`src/rtl/dm_port_pkg.sv`:
```
// Package: shared types and constants for the serial port.
// Assumes a bit cell of eight ticks and half-cell events at tick four.
package dm_port_pkg;
    typedef enum logic [1:0] {
        PM_SINGLE  = 2'd0,
        PM_DIFF    = 2'd1,
        PM_SPECIAL = 2'd2,
        PM_OFF     = 2'd3
    } port_mode_e;

    localparam int unsigned TICKS_PER_CELL = 8;
    localparam int unsigned PH_W           = 3;
    localparam int unsigned RUN_W          = 4;
endpackage

```
`src/rtl/dm_tick_gen.sv`:
```
// Module: tick prescaler. Emits one tick every div+1 clocks.
// Assumes clr restarts the count so the next tick comes div+1 clocks later.
module dm_tick_gen #(
    parameter int unsigned DIV_W = 8
) (
    input  logic             clk,
    input  logic             rst_n,
    input  logic             clr,
    input  logic [DIV_W-1:0] div,
    output logic             tick
);
    logic [DIV_W-1:0] cnt;

    assign tick = (cnt == div) && !clr;

    // Count clocks between ticks, restarting on clear or tick.
    always_ff @(posedge clk) begin
        if (!rst_n)           cnt <= '0;
        else if (clr || tick) cnt <= '0;
        else                  cnt <= cnt + 1'b1;
    end
endmodule

```
`src/rtl/dm_tx.sv`:
```
// Module: transmit engine. Serialises one byte LSB first in eight-tick cells.
// In coded modes it keeps a Differential Manchester line level; in the
// special mode it exposes the raw bit, bit clock and frame clock instead.
// Assumes mode is held steady while a byte is in flight.
module dm_tx
    import dm_port_pkg::*;
#(
    parameter int unsigned DIV_W  = 8,
    parameter int unsigned DATA_W = 8
) (
    input  logic              clk,
    input  logic              rst_n,
    input  port_mode_e        mode,
    input  logic [DIV_W-1:0]  div,
    input  logic [DATA_W-1:0] tx_data,
    input  logic              tx_valid,
    output logic              tx_ready,
    output logic              busy,
    output logic              line,
    output logic              raw_bit,
    output logic              bclk,
    output logic              fclk,
    output logic              mid_stb,
    output logic              done_stb
);
    localparam int unsigned IDX_W = $clog2(DATA_W);
    localparam logic [IDX_W-1:0] LAST_IDX = IDX_W'(DATA_W - 1);

    logic [PH_W-1:0]   ph;
    logic [IDX_W-1:0]  idx;
    logic [DATA_W-1:0] sh;
    logic              tick;
    logic              accept;
    logic              coded;
    logic              cell_end;

    assign tx_ready = !busy;
    assign accept   = tx_valid && !busy;
    assign coded    = (mode == PM_SINGLE) || (mode == PM_DIFF);
    assign cell_end = busy && tick && (ph == PH_W'(TICKS_PER_CELL - 1));
    assign mid_stb  = busy && tick && (ph == PH_W'(TICKS_PER_CELL/2 - 1));
    assign done_stb = cell_end && (idx == LAST_IDX);
    assign raw_bit  = busy ? sh[0] : 1'b1;
    assign bclk     = busy && ph[PH_W-1];
    assign fclk     = busy && (idx == '0);

    dm_tick_gen #(.DIV_W(DIV_W)) u_tick (
        .clk(clk), .rst_n(rst_n), .clr(accept), .div(div), .tick(tick)
    );

    // Walk phase and bit index, shift data, and toggle the coded line.
    always_ff @(posedge clk) begin
        if (!rst_n) begin
            busy <= 1'b0;
            ph   <= '0;
            idx  <= '0;
            sh   <= '0;
            line <= 1'b0;
        end else if (accept) begin
            busy <= 1'b1;
            ph   <= '0;
            idx  <= '0;
            sh   <= tx_data;
            if (coded) line <= ~line;
        end else if (busy && tick) begin
            ph <= ph + 1'b1;
            if (mid_stb && !sh[0] && coded) line <= ~line;
            if (cell_end) begin
                if (idx == LAST_IDX) begin
                    busy <= 1'b0;
                end else begin
                    idx <= idx + 1'b1;
                    sh  <= sh >> 1;
                    if (coded) line <= ~line;
                end
            end
        end
    end

    // a taken byte closes the ready window on the next clock.
    p_take_closes_r4: assert property (@(posedge clk) disable iff (!rst_n)
        (tx_valid && tx_ready) |=> !tx_ready);

    // between ticks the coded line never moves while sending.
    p_line_quiet_r2: assert property (@(posedge clk) disable iff (!rst_n)
        (busy && !tick) |=> $stable(line));

    // the frame clock starts in the low half of the bit clock.
    p_frame_low_half_r8: assert property (@(posedge clk) disable iff (!rst_n)
        $rose(fclk) |-> !bclk);

    // the last cell edge returns the transmitter to idle.
    p_done_idle_r4: assert property (@(posedge clk) disable iff (!rst_n)
        done_stb |=> tx_ready);
endmodule

```
`src/rtl/dm_rx.sv`:
```
// Module: receive engine. In coded modes it times CP0 transitions in ticks,
// realigning on each cell boundary, and decodes Differential Manchester bits.
// In the special mode it shifts CP0 in on the transmit engine's bit clock.
// Assumes CP0 is already a clean digital level.
module dm_rx
    import dm_port_pkg::*;
#(
    parameter int unsigned DIV_W  = 8,
    parameter int unsigned DATA_W = 8
) (
    input  logic              clk,
    input  logic              rst_n,
    input  port_mode_e        mode,
    input  logic [DIV_W-1:0]  div,
    input  logic              cp0,
    input  logic              spc_sample,
    input  logic              spc_done,
    output logic [DATA_W-1:0] rx_data,
    output logic              rx_valid,
    input  logic              rx_ready,
    output logic              rx_err
);
    localparam int unsigned IDX_W = $clog2(DATA_W);
    localparam logic [IDX_W-1:0] LAST_IDX = IDX_W'(DATA_W - 1);

    logic              rx_q, rx_p;
    logic              active, decided;
    logic [RUN_W-1:0]  run;
    logic [IDX_W-1:0]  cnt;
    logic [DATA_W-1:0] sh;
    logic              coded, edge_seen, tick, clr;
    logic              mid_ok, bnd_ok;

    assign coded     = (mode == PM_SINGLE) || (mode == PM_DIFF);
    assign edge_seen = coded && (rx_q ^ rx_p);
    assign mid_ok    = !decided && (run >= RUN_W'(3)) && (run <= RUN_W'(5));
    assign bnd_ok    = decided && (run >= RUN_W'(7)) && (run <= RUN_W'(9));
    assign clr       = edge_seen && (!active || decided);

    dm_tick_gen #(.DIV_W(DIV_W)) u_tick (
        .clk(clk), .rst_n(rst_n), .clr(clr), .div(div), .tick(tick)
    );

    // Register the input level and keep the previous one for edge detection.
    always_ff @(posedge clk) begin
        if (!rst_n) begin
            rx_q <= 1'b0;
            rx_p <= 1'b0;
        end else begin
            rx_q <= cp0;
            rx_p <= rx_q;
        end
    end

    // Decode cells, deliver bytes and flag code violations.
    always_ff @(posedge clk) begin
        if (!rst_n) begin
            active   <= 1'b0;
            decided  <= 1'b0;
            run      <= '0;
            cnt      <= '0;
            sh       <= '0;
            rx_data  <= '0;
            rx_valid <= 1'b0;
            rx_err   <= 1'b0;
        end else begin
            rx_err <= 1'b0;
            if (rx_valid && rx_ready) rx_valid <= 1'b0;
            if (!coded) begin
                active <= 1'b0;
                if (spc_sample) sh <= {rx_q, sh[DATA_W-1:1]};
                if (spc_done) begin
                    rx_data  <= sh;
                    rx_valid <= 1'b1;
                end
            end else if (!active) begin
                if (edge_seen) begin
                    active  <= 1'b1;
                    decided <= 1'b0;
                    run     <= '0;
                    cnt     <= '0;
                end
            end else if (edge_seen) begin
                if (mid_ok) begin
                    decided <= 1'b1;
                    run     <= run + RUN_W'(tick);
                    sh      <= {1'b0, sh[DATA_W-1:1]};
                    cnt     <= cnt + 1'b1;
                    if (cnt == LAST_IDX) begin
                        rx_data  <= {1'b0, sh[DATA_W-1:1]};
                        rx_valid <= 1'b1;
                        active   <= 1'b0;
                    end
                end else if (bnd_ok) begin
                    decided <= 1'b0;
                    run     <= '0;
                end else begin
                    rx_err <= 1'b1;
                    active <= 1'b0;
                end
            end else if (tick) begin
                run <= run + 1'b1;
                if (!decided && run == RUN_W'(5)) begin
                    decided <= 1'b1;
                    sh      <= {1'b1, sh[DATA_W-1:1]};
                    cnt     <= cnt + 1'b1;
                    if (cnt == LAST_IDX) begin
                        rx_data  <= {1'b1, sh[DATA_W-1:1]};
                        rx_valid <= 1'b1;
                        active   <= 1'b0;
                    end
                end else if (run == RUN_W'(9)) begin
                    rx_err <= 1'b1;
                    active <= 1'b0;
                end
            end
        end
    end

    // an unread byte stays offered until the consumer is ready.
    p_hold_unread_r5: assert property (@(posedge clk) disable iff (!rst_n)
        (rx_valid && !rx_ready) |=> rx_valid);

    // a violation is reported for a single clock only.
    p_err_single_r6: assert property (@(posedge clk) disable iff (!rst_n)
        rx_err |=> !rx_err);

    // a violation never coincides with a fresh delivery.
    p_err_no_byte_r6: assert property (@(posedge clk) disable iff (!rst_n)
        rx_err |-> !$rose(rx_valid));
endmodule

```
`src/rtl/dm_serial_port.sv`:
```
// Module: top of the five-pin serial port. Routes the transmit and receive
// engines onto CP1..CP4 according to the mode code; CP0 is always input.
// Assumes mode changes only while both directions are idle.
module dm_serial_port
    import dm_port_pkg::*;
#(
    parameter int unsigned DIV_W  = 8,
    parameter int unsigned DATA_W = 8
) (
    input  logic              clk,
    input  logic              rst_n,
    input  logic [1:0]        mode,
    input  logic [DIV_W-1:0]  div,
    input  logic [DATA_W-1:0] tx_data,
    input  logic              tx_valid,
    output logic              tx_ready,
    output logic [DATA_W-1:0] rx_data,
    output logic              rx_valid,
    input  logic              rx_ready,
    output logic              rx_err,
    input  logic              cp0_in,
    output logic [3:0]        cp_drv,
    output logic [3:0]        cp_oe
);
    port_mode_e pmode;
    logic busy, line, raw_bit, bclk, fclk, mid_stb, done_stb;

    assign pmode = port_mode_e'(mode);

    dm_tx #(.DIV_W(DIV_W), .DATA_W(DATA_W)) u_tx (
        .clk(clk), .rst_n(rst_n), .mode(pmode), .div(div),
        .tx_data(tx_data), .tx_valid(tx_valid), .tx_ready(tx_ready),
        .busy(busy), .line(line), .raw_bit(raw_bit), .bclk(bclk),
        .fclk(fclk), .mid_stb(mid_stb), .done_stb(done_stb)
    );

    dm_rx #(.DIV_W(DIV_W), .DATA_W(DATA_W)) u_rx (
        .clk(clk), .rst_n(rst_n), .mode(pmode), .div(div), .cp0(cp0_in),
        .spc_sample(mid_stb), .spc_done(done_stb),
        .rx_data(rx_data), .rx_valid(rx_valid), .rx_ready(rx_ready),
        .rx_err(rx_err)
    );

    // Assign pin roles per mode: {CP4, CP3, CP2, CP1}.
    always_comb begin
        unique case (pmode)
            PM_SINGLE: begin
                cp_drv = {1'b0, 1'b0, busy, line};
                cp_oe  = 4'b0011;
            end
            PM_DIFF: begin
                cp_drv = {1'b0, ~line, line, 1'b0};
                cp_oe  = {1'b0, busy, busy, 1'b0};
            end
            PM_SPECIAL: begin
                cp_drv = {fclk, 1'b0, bclk, raw_bit};
                cp_oe  = 4'b1011;
            end
            default: begin
                cp_drv = 4'b0000;
                cp_oe  = 4'b0000;
            end
        endcase
    end

    // the differential pair is always complementary.
    p_pair_compl_r7: assert property (@(posedge clk) disable iff (!rst_n)
        (pmode == PM_DIFF) |-> (cp_drv[2] == ~cp_drv[1]));

    // the reserved code never drives a pin.
    p_reserved_quiet_r1: assert property (@(posedge clk) disable iff (!rst_n)
        (pmode == PM_OFF) |-> (cp_oe == 4'b0000));
endmodule

```
`config.mk`:
```
export PLATFORM = sky130hd
export DESIGN_NAME = dm_serial_port
export DESIGN_NICKNAME = d
export VERILOG_FILES = /design/src/rtl/dm_port_pkg.sv /design/src/rtl/dm_tick_gen.sv /design/src/rtl/dm_tx.sv /design/src/rtl/dm_rx.sv /design/src/rtl/dm_serial_port.sv
export SDC_FILE = /design/constraint.sdc
export NUM_CORES = 1
export LEC_CHECK = 0
export CAP_MARGIN = 20
export CELL_PAD_IN_SITES_DETAIL_PLACEMENT = 0
export CELL_PAD_IN_SITES_GLOBAL_PLACEMENT = 1
export CORE_MARGIN = 5
export CORE_UTILIZATION = 46
export CTS_CLUSTER_SIZE = 24
export DETAILED_ROUTE_END_ITERATION = 10
export PLACE_DENSITY_LB_ADDON = 0.2
export SETUP_SLACK_MARGIN = 0.3
export SLEW_MARGIN = 20
export SYNTH_ARGS = -nofsm -noshare
export SYNTH_HDL_FRONTEND = slang
export SYNTH_SLANG_ARGS = --single-unit
```
`constraint.sdc`:
```
create_clock -name clk -period 3.6 [get_ports clk]
set_clock_uncertainty 0.1 [all_clocks]
set_input_delay 0.36 -clock clk [delete_from_list [all_inputs] [get_ports clk]]
set_output_delay 0.36 -clock clk [all_outputs]
set_load 0.1 [all_outputs]
```
[Word-level counts from Yosys, hierarchy flattened]
Index checks and enable logic that the tools add are counted.
Storage, ports and cells
  register bits: 61
  bits of input ports: 23
  output and inout port bits: 19
  word-level logic and storage cells: 182
Operators by class
  add/sub/neg operators: 7
  $lt $le $gt $ge: 4
  eq/ne operators: 20
  muxes and demuxes: 77
  bitwise logic cells: 4
  reductions and logical operators: 53
Operators by type and width (number)
  $mux W8: 20
  $mux W1: 43
  $mux W4: 6
  $pmux W4 S3: 2
  $logic_and A1 B1 Y1: 19
  $mux W3: 6
  $ne A3 B3 Y1 const B: 6
  $add A8 B1 Y8 const B: 2
  $eq A8 B8 Y1: 2
  $reduce_bool A2 Y1: 8
  $reduce_and A5 Y1: 3
  $reduce_and A3 Y1: 4
  $add A3 B1 Y3 const B: 3
  $eq A3 B3 Y1 const B: 3
  $reduce_and A7 Y1: 1
  $logic_not A1 Y1: 6
  $reduce_or A2 Y1: 3
  $add A4 B1 Y4: 1
  $add A4 B1 Y4 const B: 1
  $eq A4 B3 Y1 const B: 1
  $eq A4 B4 Y1 const B: 1
  $ge A4 B2 Y1 const B: 1
  $ge A4 B3 Y1 const B: 1
  $le A4 B3 Y1 const B: 1
  14 further kinds: 21

[Longest topological paths before layout]
  word-level depth: 14
  gate-level depth with buffers: 11
  gate-level depth less buffers: 10

[Hierarchy]
From an unflattened synthesis, not the netlist that was laid out.
Second synthesis, totals
  cell total of the unflattened synthesis: 419
  area, all modules: 3636.0 sq um
Modules (own cells, without submodules)
  dm_rx: times used 1, cells each 214, area an instance 1804.2 sq um, seq. area each 580.6 sq um
  dm_tx: times used 1, cells each 100, area an instance 823.3 sq um, seq. area each 320.3 sq um
  dm_tick_gen at u_rx.u_tick: times used 1, cells each 46, area an instance 475.5 sq um, seq. area each 160.2 sq um
  dm_tick_gen at u_tx.u_tick: times used 1, cells each 46, area an instance 446.7 sq um, seq. area each 160.2 sq um
  dm_serial_port: times used 1, cells each 13, area an instance 86.3 sq um, seq. area each 0.0 sq um

[Worst setup path after synthesis]
OpenSTA, ideal clock, no wires.
  path kind: reg2out
  start point: register u_tx.idx[0]
  end point: output port cp_drv[3]
  arrival time: 3585 ps
  path slack: -445 ps
  cell stages (with the launch flop): 4
  path buffers: 0
  cells stage by stage: dfxtp_1 -> inv_1 -> ha_1 -> nor4b_1
Between the ends
  longest elaborated chain between the ends: 3
Ends and longest elaborated chain
  start, declared: line dm_tx.sv:30  | logic [IDX_W-1:0] idx;
  start signal, assigned: line dm_tx.sv:72  | idx <= idx + 1'b1;
  $logic_not A3 Y1: line dm_tx.sv:45  | assign fclk = busy && (idx == '0);
  $logic_and A1 B1 Y1: line dm_tx.sv:45
  $pmux W4 S3: line dm_serial_port.sv:46  | unique case (pmode)
  end, declared: line dm_serial_port.sv:22  | output logic [3:0] cp_drv,
No other way between the ends.

[Worst setup path in the final report]
  start point: register u_rx.rx_q
  end point: register u_rx.run[2]
Between the ends
  longest elaborated chain between the ends: 9
  elaborated cells on any way between the ends: 13
Ends and longest elaborated chain
  start, declared: line dm_rx.sv:26  | logic rx_q, rx_p;
  start signal, assigned: line dm_rx.sv:50  | rx_q <= cp0;
  $xor A1 B1 Y1 (*): line dm_rx.sv:35  | assign edge_seen = coded && (rx_q ^ rx_p);
  $logic_and A1 B1 Y1 (*): line dm_rx.sv:35
  $logic_and A1 B1 Y1: line dm_rx.sv:38  | assign clr = edge_seen && (!active || decided);
  $logic_not A1 Y1: line dm_tick_gen.sv:14  | assign tick = (cnt == div) && !clr;
  $logic_and A1 B1 Y1: line dm_tick_gen.sv:14
  $add A4 B1 Y4: line dm_rx.sv:86  | run <= run + RUN_W'(tick);
  $mux W4: line dm_rx.sv:84  | if (mid_ok) begin
  $mux W4: line dm_rx.sv:83  | end else if (edge_seen) begin
  $mux W4: line dm_rx.sv:76  | end else if (!active) begin
  end signal, assigned: line dm_rx.sv:86
  end signal, assigned: line dm_rx.sv:102  | run <= run + 1'b1;
  end, declared: line dm_rx.sv:28  | logic [RUN_W-1:0] run;
Every way passes the cells marked *; elsewhere a longest branch is shown, timed or not.
A chain may end at the register's enable or synchronous reset.

==> impl_metrics.yaml <==
status:
  status: "complete, no violations"
timing:
  rsz0062_at_grt: "false"
  setup_viol: 0
  worst_pin_slew_ns: 0.9882
  finalHoldViolCount: 0
  min_period_over_period: 0.7220
  drv_slew: 0
  final.setup.tns_ns: 0
  final.min_clock_period_ns: 2.599
  max_freq_mhz: 384.8
  maxSlewHeadroom: 0.3391
critical_path:
  critPathMaxStageDelay_ns: 0.47
  critPathCaptureType: "flop"
  worstPathRequired_ns: 3.78
  crit_buf_inv: 0
  crit_path_top_delay_cell: "dfxtp_1"
  worstPathArrival_ns: 2.78
  crit_fanout: 10
  rr_worst_depth: 10
  timing.rr.end: "u_rx.run[2]"
  start_kind: "flop"
  rrSetupSlack_ns: 1.00
  crit_family: "simple AND/OR/NAND/NOR gates"
  criticalPathCategory: "flop to flop"
  crit_path_cell_trace: "xnor2_2, nor2_8, o21ai_0, nor2b_1, ha_1, ha_1, or3_1, a221oi_1, mux2i_1, nor2b_1"
  reg2reg_from: "u_rx.rx_q"
power:
  pwr-share-clk: 0.437
  p_sw_uw: 420.6
  vdd_drop_max_v: 0.0002189
  p_comb_frac: 0.124
  internal-power_mw: 1.193
  leakage_nw: 1.627
  p_sw_frac: 0.2607
  power_frac_seq: 0.439
  pwr_density_cell_mw_per_mm2: 395.4
clock_network:
  cts_htree_levels: 3
  ctsRootBufferMaster: "clkbuf_8"
  cts_buffer_depth: 2
  post_cts_buffers: 0
  clkTransAtPathRegs_ns: 0.07
  cts_resized: 0
  cts_inserted_buffers: 9
  ctsHoldBuffers: 0
  tritoncts: "built"
  cts_sinks: 61
  worstSkewPairLatency_ns: 0.34
yosys:
  syn_nets: 411
  synthMuxAreaShare: 0.08741
  synth.most_common_cell: "dfxtp_1"
  synthTopCellsByArea: "dfxtp_1, mux2i_1, ha_1"
  synthAdderAreaFrac: 0.05556
  synth_edf_count: 0
  synthCells: 373
  synthSimpleGateAreaFrac: 0.2052
  seq_area_frac_synth: 0.3615
  yosysTopAreaCell: "dfxtp_1"
  yosysWarnings: 0
  synth_top_area_frac: 0.3615
  ys_types: 63
  synth-compound-area-share: 0.1585
  synthTopCellsByCount: "dfxtp_1, nor2_1, mux2i_1"
  synth_ff_type: "dfxtp_1"
  syn_avg_cell_area_sq_um: 9.057
  async_reset_ff_frac: 0
  synth_xor_area_frac: 0.09000
  synth_top_family_by_area: "simple AND/OR/NAND/NOR gates"
  ys_ff_latch: 61
  syn_area_sq_mm: 0.003378
hold_path:
  min_path_type: "flop to flop"
  hold_end: "u_rx.rx_data[0]"
  hold_start: "u_rx.rx_data[0]"
  hold_depth: 2
place:
  dp_hpwl_um: 5374
  gp_congestion: 0.8646
  post_dp_cell_area_sq_mm: 0.003847
  io_buffers: 41
final_layout:
  fin_area_sq_mm: 0.004081
  areaGrowthSynthToFinish_pct: 20.81
  drive_gt1_frac: 0.1265
  diodes: 0
  finalNetCount: 452
  fill_cells: 694
die:
  core_sq_mm: 0.007214
  start_util: 0.4683
  rows: 31
  die_h_um: 95.70
  die_w_um: 95.70
  die_area_sq_mm: 0.009158
  ios: 42
global_route:
  gr-total-overflow: 0
  grt.total_usage: 0.1766
  grt_pass1_vias: 2601
  antenna_found_initial: 0
  grt_max_degree: 35
  grt_pass1_wl_um: 12520
route:
  drtIter0Drc: 127
  finalWirelength_um: 7516
  vias: 2745
  drt_pre_antenna_iters: 4
  ant_nets: 0
  wire_per_inst_um: 14.51
  drc: 0
  vias_per_cell: 5.299
job:
  max_cap_viol_count: 0
[cells by family after synthesis]
logic type | count (synthesis)
AND/OR/NAND/NOR | 131
AO/OA/AOI/OAI | 73
flip-flops | 61
XOR/XNOR | 33
buffers and inverters | 31
multiplexers | 29
adder cells (fa/ha/maj) | 15
[layout make-up]
class / instances / area (sq um) / area share
Clock buffer: 11 / 151.4 / 0.03709
Clock inverter: 5 / 82.58 / 0.02023
Inverter: 16 / 60.06 / 0.01471
Multi-Input combinational cell: 281 / 2022 / 0.4954
Sequential cell: 61 / 1221 / 0.2992
Tap cell: 99 / 123.9 / 0.03035
Timing Repair Buffer: 45 / 420.4 / 0.1030
[power groups by stage]
| stage | combinational, mW | sequential (mW) | clock (mW) |
|---|---|---|---|
| after floorplan | 0.135 | 0.724 | 0 |
| after global placement | 0.199 | 0.724 | 0 |
| after detailed placement | 0.200 | 0.724 | 0 |
| after CTS | 0.202 | 0.708 | 0.725 |
| after global routing | 0.214 | 0.711 | 0.761 |
| final | 0.201 | 0.708 | 0.705 |
[tightest hold or removal path: cells and delay by family (launching register included)]
kind | cells | cell delay, ns
and+or+nand+nor | 1 | 0.05
muxes | 1 | 0.05
DFF | 1 | 0.31
[how the worst max path moves through the flow]
stage	startpoint	to	slack (ns)	depth (start not counted)
after floorplan	mode[0]	cp_drv[2]	0.22	2
after global placement	mode[1]	u_rx.run[2]	0.77	10
after detailed placement	mode[1]	u_rx.run[2]	0.72	10
after CTS	u_rx.run[0]	u_rx.rx_data[1]	0.96	7
after global routing	u_rx.run[0]	u_rx.rx_data[6]	0.77	7
final	u_rx.rx_q	u_rx.run[2]	1.00	10
[routing by layer]
layer | global-route usage | up-vias | share of wire
li1 | - | 1398 | -
met1 | 0.2248 | 1293 | 0.48
met2 | 0.2878 | 45 | 0.46
met3 | 0.03831 | 9 | 0.044
met4 | 0.07583 | 0 | 0.012
met5 | 0 | - | 0
[cells in the final DEF, fill, tap and decap left out, types with 3 or more instances in the layout]
cell type,n
ha_1,15
nor2_1,31
o21ai_0,13
xnor2_1,19
nand4_1,4
or2_2,8
inv_1,15
nor2b_1,14
dfxtp_1,61
clkbuf_8,11
xor2_1,12
nor3_1,4
nand2_1,23
o21ai_1,4
a21oi_1,13
clkdlybuf4s50_1,33
nand2b_1,4
nand3_1,19
mux2i_1,28
clkinvlp_4,3
buf_4,12
a31oi_1,3
o21a_1,3
a21boi_1,4
o211ai_1,10
and3_1,8
[through the flow]
step | power, mW | hold WS (ns) | util | instances | setup WS (ns)
final | 1.614 | 0.3584 | 0.5657 | 518 | 1.001
after global routing | 1.685 | 0.3761 | 0.5657 | 518 | 0.7728
after CTS | 1.635 | 0.3602 | 0.5657 | 518 | 0.9642
after detailed placement | 0.9233 | 0.3465 | 0.5333 | 502 | 0.7238
after global placement | 0.9226 | 0.3430 | 0.5333 | 502 | 0.7682
after floorplan | 0.8595 | 0.3460 | - | 373 | 0.2170
[registers in the layout, indices dropped and copies added, names as in the netlist]
| signal | count |
|---|---|
| u_rx.rx_data | 8 |
| u_rx.sh | 8 |
| u_rx.u_tick.cnt | 8 |
| u_tx.sh | 8 |
| u_tx.u_tick.cnt | 8 |
| u_rx.run | 4 |
| u_rx.cnt | 3 |
| u_tx.idx | 3 |
| u_tx.ph | 3 |
| u_rx.active | 1 |
| u_rx.decided | 1 |
| u_rx.rx_err | 1 |
| u_rx.rx_p | 1 |
| u_rx.rx_q | 1 |
| u_rx.rx_valid | 1 |
| u_tx.busy | 1 |
| u_tx.line | 1 |
Note: power is estimated with default switching activity, not from simulation.
